==> src/rtl/mbx_pkg.sv <==
// Shared constants for the command mailbox: opcodes, completion codes
// and the register word addresses decoded by the top module.
package mbx_pkg;

    localparam logic [7:0] OP_NOP      = 8'd0;
    localparam logic [7:0] OP_IDENTIFY = 8'd1;
    localparam logic [7:0] OP_RESET    = 8'd2;
    localparam logic [7:0] OP_INIT     = 8'd3;
    localparam logic [7:0] OP_IMG_DL   = 8'd4;
    localparam logic [7:0] OP_IMG_CTL  = 8'd5;

    localparam logic [7:0] CC_OK       = 8'd0;
    localparam logic [7:0] CC_BAD_OP   = 8'd2;
    localparam logic [7:0] CC_RETRY    = 8'd9;

    localparam int A_DBELL = 0;
    localparam int A_DONE  = 1;
    localparam int A_CMD   = 2;
    localparam int A_COMP  = 3;
    localparam int A_FWST  = 4;
    localparam int A_HBEAT = 5;
    localparam int A_HBPER = 6;
    localparam int A_CTRL  = 7;

    typedef enum logic {EX_IDLE, EX_BUSY} ex_state_t;

endpackage

==> src/rtl/mbx_exec.sv <==
// Command executor. Latches the opcode on start and counts down a fixed
// latency; unknown opcodes finish after one clock. Assumes start is only
// raised while idle and abort only while busy (the top gates both).
module mbx_exec
    import mbx_pkg::*;
#(
    parameter int CMD_LAT = 4
) (
    input  logic       clk,
    input  logic       rst_n,
    input  logic       start,
    input  logic       abort,
    input  logic [7:0] opcode,
    output logic       busy,
    output logic       done_set,
    output logic [7:0] cc,
    output logic       reset_fire
);
    localparam int CNT_W = $clog2(CMD_LAT + 1);

    ex_state_t        state;
    logic [CNT_W-1:0] cnt;
    logic [7:0]       op_q;
    logic             known;

    assign known = (opcode <= OP_IMG_CTL);

    // Sequence idle/busy and the latency countdown.
    always_ff @(posedge clk) begin
        if (!rst_n) begin
            state <= EX_IDLE;
            cnt   <= '0;
            op_q  <= '0;
        end else if (state == EX_IDLE) begin
            if (start) begin
                state <= EX_BUSY;
                op_q  <= opcode;
                cnt   <= known ? CNT_W'(CMD_LAT - 1) : '0;
            end
        end else if (abort || cnt == '0) begin
            state <= EX_IDLE;
        end else begin
            cnt <= cnt - 1'b1;
        end
    end

    assign busy     = (state == EX_BUSY);
    assign done_set = busy && (cnt == '0) && !abort;

    // Completion code of the latched opcode.
    always_comb begin
        if (op_q == OP_IMG_DL || op_q == OP_IMG_CTL) cc = CC_RETRY;
        else if (op_q > OP_IMG_CTL)                  cc = CC_BAD_OP;
        else                                         cc = CC_OK;
    end

    assign reset_fire = done_set && (op_q == OP_RESET);

endmodule

==> src/rtl/mbx_heartbeat.sv <==
// Liveness counter: advances once every 'period' clocks while run is high.
// A period of zero behaves as one. clear zeroes counter and prescaler.
module mbx_heartbeat #(
    parameter int HB_W  = 32,
    parameter int PER_W = 16
) (
    input  logic             clk,
    input  logic             rst_n,
    input  logic             run,
    input  logic             clear,
    input  logic [PER_W-1:0] period,
    output logic [HB_W-1:0]  beat
);
    logic [PER_W-1:0] pre;
    logic [PER_W-1:0] last;

    assign last = (period == '0) ? '0 : period - 1'b1;

    // Prescale the clock and bump the beat count at each wrap.
    always_ff @(posedge clk) begin
        if (!rst_n || clear) begin
            pre  <= '0;
            beat <= '0;
        end else if (run) begin
            if (pre >= last) begin
                pre  <= '0;
                beat <= beat + 1'b1;
            end else begin
                pre <= pre + 1'b1;
            end
        end
    end

endmodule

==> src/rtl/cmd_mailbox.sv <==
// Command mailbox top: register decode, done/completion registers,
// generation and halt state, and the read path. Assumes one bus request
// per clock; every request is accepted. GEN_W must not exceed 6.
module cmd_mailbox
    import mbx_pkg::*;
#(
    parameter int ADDR_W     = 3,
    parameter int DATA_W     = 32,
    parameter int CMD_LAT    = 4,
    parameter int GEN_W      = 4,
    parameter int HB_PER_W   = 16,
    parameter int HB_PER_RST = 16
) (
    input  logic              clk,
    input  logic              rst_n,
    input  logic              req_valid,
    input  logic              req_write,
    input  logic [ADDR_W-1:0] req_addr,
    input  logic [DATA_W-1:0] req_wdata,
    output logic              req_ready,
    output logic              rsp_valid,
    output logic [DATA_W-1:0] rsp_rdata
);
    localparam int HB_W = 32;

    logic                wr, rd, wr_db;
    logic                start, abort;
    logic                busy, done_set, reset_fire;
    logic [7:0]          cc;
    logic [DATA_W-1:0]   cmd_q;
    logic                done_q;
    logic [7:0]          comp_q;
    logic [GEN_W-1:0]    gen_q;
    logic                halted;
    logic [HB_PER_W-1:0] per_q;
    logic [HB_W-1:0]     hb;
    logic [7:0]          fw_status;
    logic [7:0]          opcode;

    assign req_ready = 1'b1;
    assign wr        = req_valid && req_write;
    assign rd        = req_valid && !req_write;
    assign wr_db     = wr && (req_addr == ADDR_W'(A_DBELL));
    assign start     = wr_db && req_wdata[0] && !busy && !halted;
    assign abort     = wr_db && !req_wdata[0] && busy;
    assign opcode    = cmd_q[7:0];

    mbx_exec #(.CMD_LAT(CMD_LAT)) u_exec (
        .clk(clk), .rst_n(rst_n), .start(start), .abort(abort),
        .opcode(opcode), .busy(busy), .done_set(done_set), .cc(cc),
        .reset_fire(reset_fire)
    );

    mbx_heartbeat #(.HB_W(HB_W), .PER_W(HB_PER_W)) u_hb (
        .clk(clk), .rst_n(rst_n), .run(!halted), .clear(reset_fire),
        .period(per_q), .beat(hb)
    );

    // Host-writable registers: command word, period, halt control.
    always_ff @(posedge clk) begin
        if (!rst_n) begin
            cmd_q  <= '0;
            per_q  <= HB_PER_W'(HB_PER_RST);
            halted <= 1'b0;
        end else if (wr) begin
            if (req_addr == ADDR_W'(A_CMD))   cmd_q  <= req_wdata;
            if (req_addr == ADDR_W'(A_HBPER)) per_q  <= req_wdata[HB_PER_W-1:0];
            if (req_addr == ADDR_W'(A_CTRL))  halted <= req_wdata[0];
        end
    end

    // Done flag and completion code: set by the executor, cleared by host.
    always_ff @(posedge clk) begin
        if (!rst_n) begin
            done_q <= 1'b0;
            comp_q <= '0;
        end else if (done_set) begin
            done_q <= 1'b1;
            comp_q <= cc;
        end else if (wr && req_addr == ADDR_W'(A_DONE)) begin
            done_q <= 1'b0;
        end
    end

    // Generation advances on each completed device reset.
    always_ff @(posedge clk) begin
        if (!rst_n)          gen_q <= '0;
        else if (reset_fire) gen_q <= gen_q + 1'b1;
    end

    // Status byte: running flag on top, generation at the bottom.
    always_comb begin
        fw_status            = '0;
        fw_status[7]         = !halted;
        fw_status[GEN_W-1:0] = gen_q;
    end

    // Registered read path, one clock of latency.
    always_ff @(posedge clk) begin
        if (!rst_n) begin
            rsp_valid <= 1'b0;
            rsp_rdata <= '0;
        end else begin
            rsp_valid <= rd;
            case (int'(req_addr))
                A_DBELL: rsp_rdata <= DATA_W'(busy);
                A_DONE:  rsp_rdata <= DATA_W'(done_q);
                A_CMD:   rsp_rdata <= cmd_q;
                A_COMP:  rsp_rdata <= DATA_W'(comp_q);
                A_FWST:  rsp_rdata <= DATA_W'(fw_status);
                A_HBEAT: rsp_rdata <= DATA_W'(hb);
                A_HBPER: rsp_rdata <= DATA_W'(per_q);
                A_CTRL:  rsp_rdata <= DATA_W'(halted);
                default: rsp_rdata <= '0;
            endcase
        end
    end

endmodule

==> config.mk <==
export PLATFORM = sky130hd
export DESIGN_NAME = cmd_mailbox
export DESIGN_NICKNAME = d
export VERILOG_FILES = /design/src/rtl/mbx_pkg.sv /design/src/rtl/mbx_exec.sv /design/src/rtl/mbx_heartbeat.sv /design/src/rtl/cmd_mailbox.sv
export SDC_FILE = /design/constraint.sdc
export NUM_CORES = 1
export LEC_CHECK = 0
export ABC_AREA = 0
export BUFFER_PORTS_ARGS = -buffer_cell sky130_fd_sc_hd__buf_2
export CORE_ASPECT_RATIO = 1.2
export CORE_UTILIZATION = 30
export DETAILED_ROUTE_END_ITERATION = 8
export PLACE_DENSITY_LB_ADDON = 0.1
export REMOVE_ABC_BUFFERS = 1
export SETUP_SLACK_MARGIN = 0.05
export SLEW_MARGIN = 20
export SYNTH_ARGS = -nofsm -noshare
export SYNTH_HDL_FRONTEND = slang
export SYNTH_SLANG_ARGS = --single-unit
export TNS_END_PERCENT = 1
==> constraint.sdc <==
create_clock -name clk -period 5.3 [get_ports clk]
set_input_delay 1.06 -clock clk [delete_from_list [all_inputs] [get_ports clk]]
set_output_delay 1.06 -clock clk [all_outputs]
set_load 0.01 [all_outputs]
==> metrics.cfg, run 1 <==
[grt]
grt-ovfl-total=0
grt_first_pass_wirelength_um=32300
grt_max_degree=65
grt_pass1_vias=5739
antenna_found_initial=0
grt_use_total=0.161

[layout]
fin_util=0.351
drive_gt1_frac=0.140
syn_to_final_growth_pct=14.9
multi_input_area_um2=4240
fillers=2646
nets=985
seq_area_um2=2980
final_area_um2=8680
antennaDiodeCount=0

[power_and_ir_drop]
power_density_nw_per_um2=284
p_leak_nw=3.20
ir_worst_vdd_mv=0.207

[logic_synthesis]
synthArstFlopShare=0
yosys.area.top_type=dfxtp_1
synthTopCellsByArea=dfxtp_1 39%, nand2_1 8.7%, mux2i_1 5.8%
yosysSeqAreaShare=0.395
syn_avg_cell_area_um2=8.57
synth_top_area_frac=0.395
synth_flop_cell=dfxtp_1
ys_ff_latch=149
synthesis.area_um2=7560
synth_cell_types=64
synth_edf_count=0
ys_warn_count=0
synthTopCellsByCount=176 x nand2_1, 149 x dfxtp_1, 45 x a21boi_0
netlist_instances=882
post-synth-top-count-cell=nand2_1

[drt]
drtIter0Drc=235
wire_per_inst_um=16.1
drtAntennaViolNets=0
dr.pass1.iters=4
vias=6161
drc_errors=0
viasPerCell=4.89
finalWirelength_um=20300

[sta]
setup_viol=0
relSlewSlack=0.362
slew_violations=0
finalSetupTns_ns=0
final.min_clock_period_ns=4.08
fmax_ghz=0.245
fin_crit_sh=0.770
final_hold_viol_count=0
rsz0062_at_grt=false
worst_pin_slew_ns=0.955
finalClockSkew_ns=0.0135

[setup_path]
worstPathArrival_ns=4.42
crit_top_cell=nand2_1
crit_type=reg -> reg
worstReg2RegStart=per_q[0]
endpoint_kind=flip-flop
slowest_delay_ns=0.79
cp_top_family=simple AND/OR/NAND/NOR gates
cp_num_buf_inv=1
crit_path_max_fanout=32
crit_slowest_cell=a21oi_2
crit_path_start=per_q[0]
path_cells=nor4_1 > nand2_1 > nor3b_1 > xor2_1 > nand2_1 > ha_1 > nand4_1 > nor3_1 > a2111oi_4 > buf_4 > a21oi_2 > mux2i_1
cp.required_ns=5.65
worstSetupStartpointType=flip-flop

[floorplanning]
core_um2=24800
rows=63
dieWidth_um=147
die_area_um2=25800
ios=73
start_util=0.305
die_h_um=176

[worst_hold_path]
hp-class=reg -> reg
hold_start=cmd_q[15]

[place]
hpwl_um=14200
io_buffer_count=71
place_congestion=0.835
placed_cell_area_um2=8110

[cts]
worstSkewPairLatency_ns=0.42
clkTransAtPathRegs_ns=0.07
holdBufCountCts=0
cts_made_buffers=17
ctsResizeCount=0
cts_setup_buffers=0
htreeDepth=4
clk_path_buf_depth=2
clock_sinks=149
tritoncts=done
cts_root_buffer=clkbuf_16

[run_status]
status=complete, no violations

[run]
maxCapViolCount=0

layout make-up:
class                           instances  share of cell area
Clock buffer                           18              0.0506
Clock inverter                         14              0.0160
Inverter                               15             0.00648
Multi-Input combinational cell        660               0.488
Sequential cell                       149               0.344
Tap cell                              325              0.0468
Timing Repair Buffer                   80              0.0487
layout by cell type (no fill, tap or decap), types with 2 or more instances in the layout:
cell | netlist | final
a21o_1 | 5 | 5
a22oi_1 | 31 | 31
o221a_2 | 2 | 2
a2111oi_0 | 2 | 2
ha_1 | 23 | 23
o21ai_0 | 9 | 9
nor3b_1 | 2 | 2
clkbuf_16 | 0 | 17
nor3_1 | 24 | 24
nand2b_1 | 36 | 36
buf_2 | 8 | 71
nor4_2 | 2 | 2
dfxtp_1 | 149 | 149
nand2_1 | 176 | 176
inv_1 | 15 | 15
and2_1 | 9 | 9
a211oi_1 | 17 | 17
nor2_1 | 35 | 35
nor4_1 | 5 | 5
nand4b_1 | 6 | 6
clkinvlp_4 | 0 | 3
nor2b_1 | 37 | 37
nand4_1 | 16 | 16
a21boi_1 | 4 | 4
clkinv_4 | 0 | 3
mux2i_1 | 44 | 44
buf_4 | 4 | 9
a21boi_0 | 45 | 45
nand3_1 | 25 | 25
mux2_2 | 3 | 3
inv_6 | 0 | 5
and3_1 | 9 | 9
xor2_1 | 11 | 11
a21oi_1 | 22 | 22
nor4b_1 | 2 | 2
and3b_1 | 2 | 2
a2111oi_2 | 2 | 2
a22o_1 | 12 | 12
xnor2_1 | 16 | 16
routing by layer:
layer / global-route usage / part of all wire / vias up
li1: - / - / 3159
met1: 0.205 / 0.48 / 2903
met2: 0.274 / 0.49 / 89
met3: 0.0273 / 0.027 / 10
met4: 0.0508 / 0.011 / 0
met5: 0 / 0 / -
registers in the layout, indices dropped and copies added (netlist names):
name and flops:
done_q 1, u_exec.op_q 8, per_q 16, u_exec.cnt 3, cmd_q 32, u_hb.beat 32
gen_q 4, u_hb.pre 16, halted 1, comp_q 2, rsp_rdata 32, u_exec.busy 1
rsp_valid 1
final timing paths:
path / end / slack (ns) / cells after the start
setup / recovery: u_hb.beat[0] / 1.22 / 12
hold / removal: cmd_q[15] / 0.46 / 2
setup reg to reg: u_hb.beat[0] / 1.22 / 12
hold reg to reg: cmd_q[15] / 0.46 / 2
worst reg2reg max path, cell delays in order, from the launching register on:
cell       delay (ns)
dfxtp_1          0.36
nor4_1           0.67
nand2_1          0.23
nor3b_1          0.28
xor2_1           0.17
nand2_1          0.07
ha_1             0.31
nand4_1          0.19
nor3_1           0.32
a2111oi_4        0.07
buf_4            0.26
a21oi_2          0.80
mux2i_1          0.27
where the power goes:
group | switching, mW | total, mW | leakage (nW) | internal, mW
combinational | 0.0828 | 0.132 | 1.72 | 0.0492
sequential | 0.00913 | 1.14 | 1.20 | 1.13
clock | 0.528 | 1.20 | 0.276 | 0.671
total | 0.620 | 2.47 | 3.20 | 1.85
cells by family (layout without fill, tap and decap cells):
kind of cell               count (synthesis)  after routing  share of synthesized area
AOI/OAI and AO/OA                        166            166                      0.167
DFF                                      149            149                      0.395
muxes                                     47             47                     0.0628
buffers and inverters                     73            127                     0.0455
adders and majority gates                 23             23                     0.0381
and+or+nand+nor                          396            396                      0.260
xor gates and xnor gates                  27             27                     0.0313
other                                      1              1                   0.000496
metrics by stage:
step	instances	setup slack, ns	hold WS (ns)	power (mW)
floorplan	824	1.39	0.435	1.23
global placement	1229	1.19	0.444	1.30
detailed placement	1229	1.15	0.456	1.30
CTS	1261	1.12	0.466	2.51
global route	1261	0.847	0.478	2.57
finish	1261	1.22	0.458	2.47
Power figures use the tool's default switching activity.
==> run 2: changes to the inputs <==
ABC_AREA = 1   (was 0)
clock period = 3.45 ns   (was 5.3 ns; I/O delays follow)
==> metrics.cfg, run 2 <==
[logic_synthesis]
netlist_instances=1027
synth_flop_cell=dfxtp_1
synthesis.area_um2=7290
synth_cell_types=37
synthTopCellsByArea=dfxtp_1 41%, nand2_1 8.6%, nor2_1 8.6%
synthArstFlopShare=0
yosys-mux-area-fraction=0
syn_avg_cell_area_um2=7.10
ys_ff_latch=149
synth_top_family_by_area=simple AND/OR/NAND/NOR gates
yosysSeqAreaShare=0.409
synthTopCellsByCount=168 x nand2_1, 168 x nor2_1, 149 x dfxtp_1
synth_top_area_frac=0.409
ys_warn_count=0
synth_edf_count=0
synth-simple-area-share=0.290
synthAdderAreaFrac=0.0395
yosys.area.top_type=dfxtp_1
synth-compound-area-share=0.148
synthXorXnorAreaFrac=0.0228

[layout]
nets=1157
fillers=2708
drive_gt1_frac=0.144
seq_area_um2=2980
multi_input_area_um2=3660
syn_to_final_growth_pct=17.4
layout_commonest_cell=nor2_1
final_area_um2=8560
top_regs=cmd_q x32, rsp_rdata x32, u_hb.beat x32
layout_common_cells=168 x nor2_1, 167 x nand2_1, 149 x dfxtp_1, 115 x inv_1, 91 x a21oi_1
antennaDiodeCount=0

[setup_path]
cp.required_ns=3.81
r2r_cells=15
crit_type=reg -> reg
worstPathArrival_ns=3.33
worstSetupStartpointType=flip-flop
endpoint_kind=flip-flop
crit_path_max_fanout=15

[cts]
tritoncts=done
cts_made_buffers=17
htreeDepth=4
ctsResizeCount=0
cts_setup_buffers=0
cts_root_buffer=clkbuf_16
clkTransAtPathRegs_ns=0.07
worstSkewPairLatency_ns=0.43
clk_path_buf_depth=2
clock_sinks=149
holdBufCountCts=0

[grt]
grt_first_pass_wirelength_um=34100
antenna_found_initial=0
grt_max_degree=44
grt_pass1_vias=6407
grt_use_total=0.178
grt-ovfl-total=0

[sta]
slew_violations=0
final.min_clock_period_ns=2.97
setup_viol=0
relSlewSlack=0.467
worst_pin_slew_ns=0.798
finalSetupTns_ns=0
final_hold_viol_count=0
fin_crit_sh=0.861
finalClockSkew_ns=0.0118
rsz0062_at_grt=false
fmax_ghz=0.337

[place]
io_buffer_count=71
placed_cell_area_um2=8000
hpwl_um=15800
place_congestion=0.845

[floorplanning]
start_util=0.305
ios=73
core_um2=23900
die_area_um2=24900
dieWidth_um=144
die_h_um=173
rows=62

[worst_hold_path]
holdPathStages=2
hp-class=in -> reg

[drt]
finalWirelength_um=21100
drc_errors=0
drtIter0Drc=280
dr.pass1.iters=5
wire_per_inst_um=14.8
drtAntennaViolNets=0
viasPerCell=4.67
vias=6674

[power_and_ir_drop]
p_leak_nw=3.44
ir_worst_vdd_mv=0.279
power_density_nw_per_um2=443
power_mw=3.79

[run]
maxCapViolCount=0

[run_status]
status=complete, no violations

[run 2: cell count changes in the layout (fill, tap and decap cells not counted), moves of 37 or more]
cell and delta:
mux2i_1 -44, a21oi_1 +69, o21ai_0 +62, inv_1 +100, nor2_1 +133, nand3_1 +50, a21boi_0 -45, nor2b_1 -37
[run 2: per-stage QoR]
step | util | cells | worst slack, ns | hold WS (ns)
6_report | 0.358 | 1428 | 0.479 | 0.446
2_1_floorplan | - | 986 | -0.0863 | 0.429
4_1_cts | 0.358 | 1428 | 0.403 | 0.434
3_5_place_dp | 0.335 | 1396 | 0.410 | 0.451
3_3_place_gp | 0.335 | 1396 | 0.478 | 0.442
5_1_grt | 0.358 | 1428 | 0.0505 | 0.450
[run 2: layout make-up]
type	instances	share of cell area
Clock buffer	17	0.0497
Tap cell	320	0.0468
Inverter	122	0.0538
Sequential cell	149	0.348
Clock inverter	15	0.0164
Timing Repair Buffer	90	0.0582
Multi-Input combinational cell	715	0.427
[run 2: cells by family after synthesis]
| family | Yosys count |
|---|---|
| other | 1 |
| xor gates and xnor gates | 19 |
| AOI/OAI and AO/OA | 199 |
| buffers and inverters | 163 |
| adders and majority gates | 23 |
| DFF | 149 |
| and+or+nand+nor | 473 |
[run 2: power breakdown]
| part | switching (mW) | internal (mW) |
|---|---|---|
| clock network | 0.859 | 0.957 |
| registers | 0.0154 | 1.74 |
| logic | 0.150 | 0.0738 |
[run 2: per-layer routing]
metal  vias to the layer above  part of all wire  track usage  wire length [µm]
li1                       3489                 -            -                 -
met1                      3074              0.46        0.222              9710
met2                        93              0.50        0.313             10700
met3                        18             0.024       0.0285               501
met4                         0             0.013       0.0487               281
met5                         -                 0            0                 0
[run 2: worst paths after layout]
path                                     end  slack, ns       from
worst min-delay path               rsp_valid       0.45  req_write
worst min register to register     cmd_q[11]       0.46  cmd_q[11]
worst max register to register  u_hb.pre[13]       0.48   per_q[3]
worst max-delay path            u_hb.pre[13]       0.48   per_q[3]
[run 2: critical path, stage by stage, from the launching register on]
cell and delay [ns]:
dfxtp_1 0.33, inv_1 0.09, nand2_1 0.09, nor4_2 0.39, nand2_1 0.15, nor2_1 0.21, or2_2 0.15, nand3_1 0.07
ha_1 0.32, a21oi_1 0.12, o21ai_0 0.10, a21oi_1 0.22, nand2_2 0.13, nand2_2 0.13, nand2_4 0.23, nor2_1 0.17
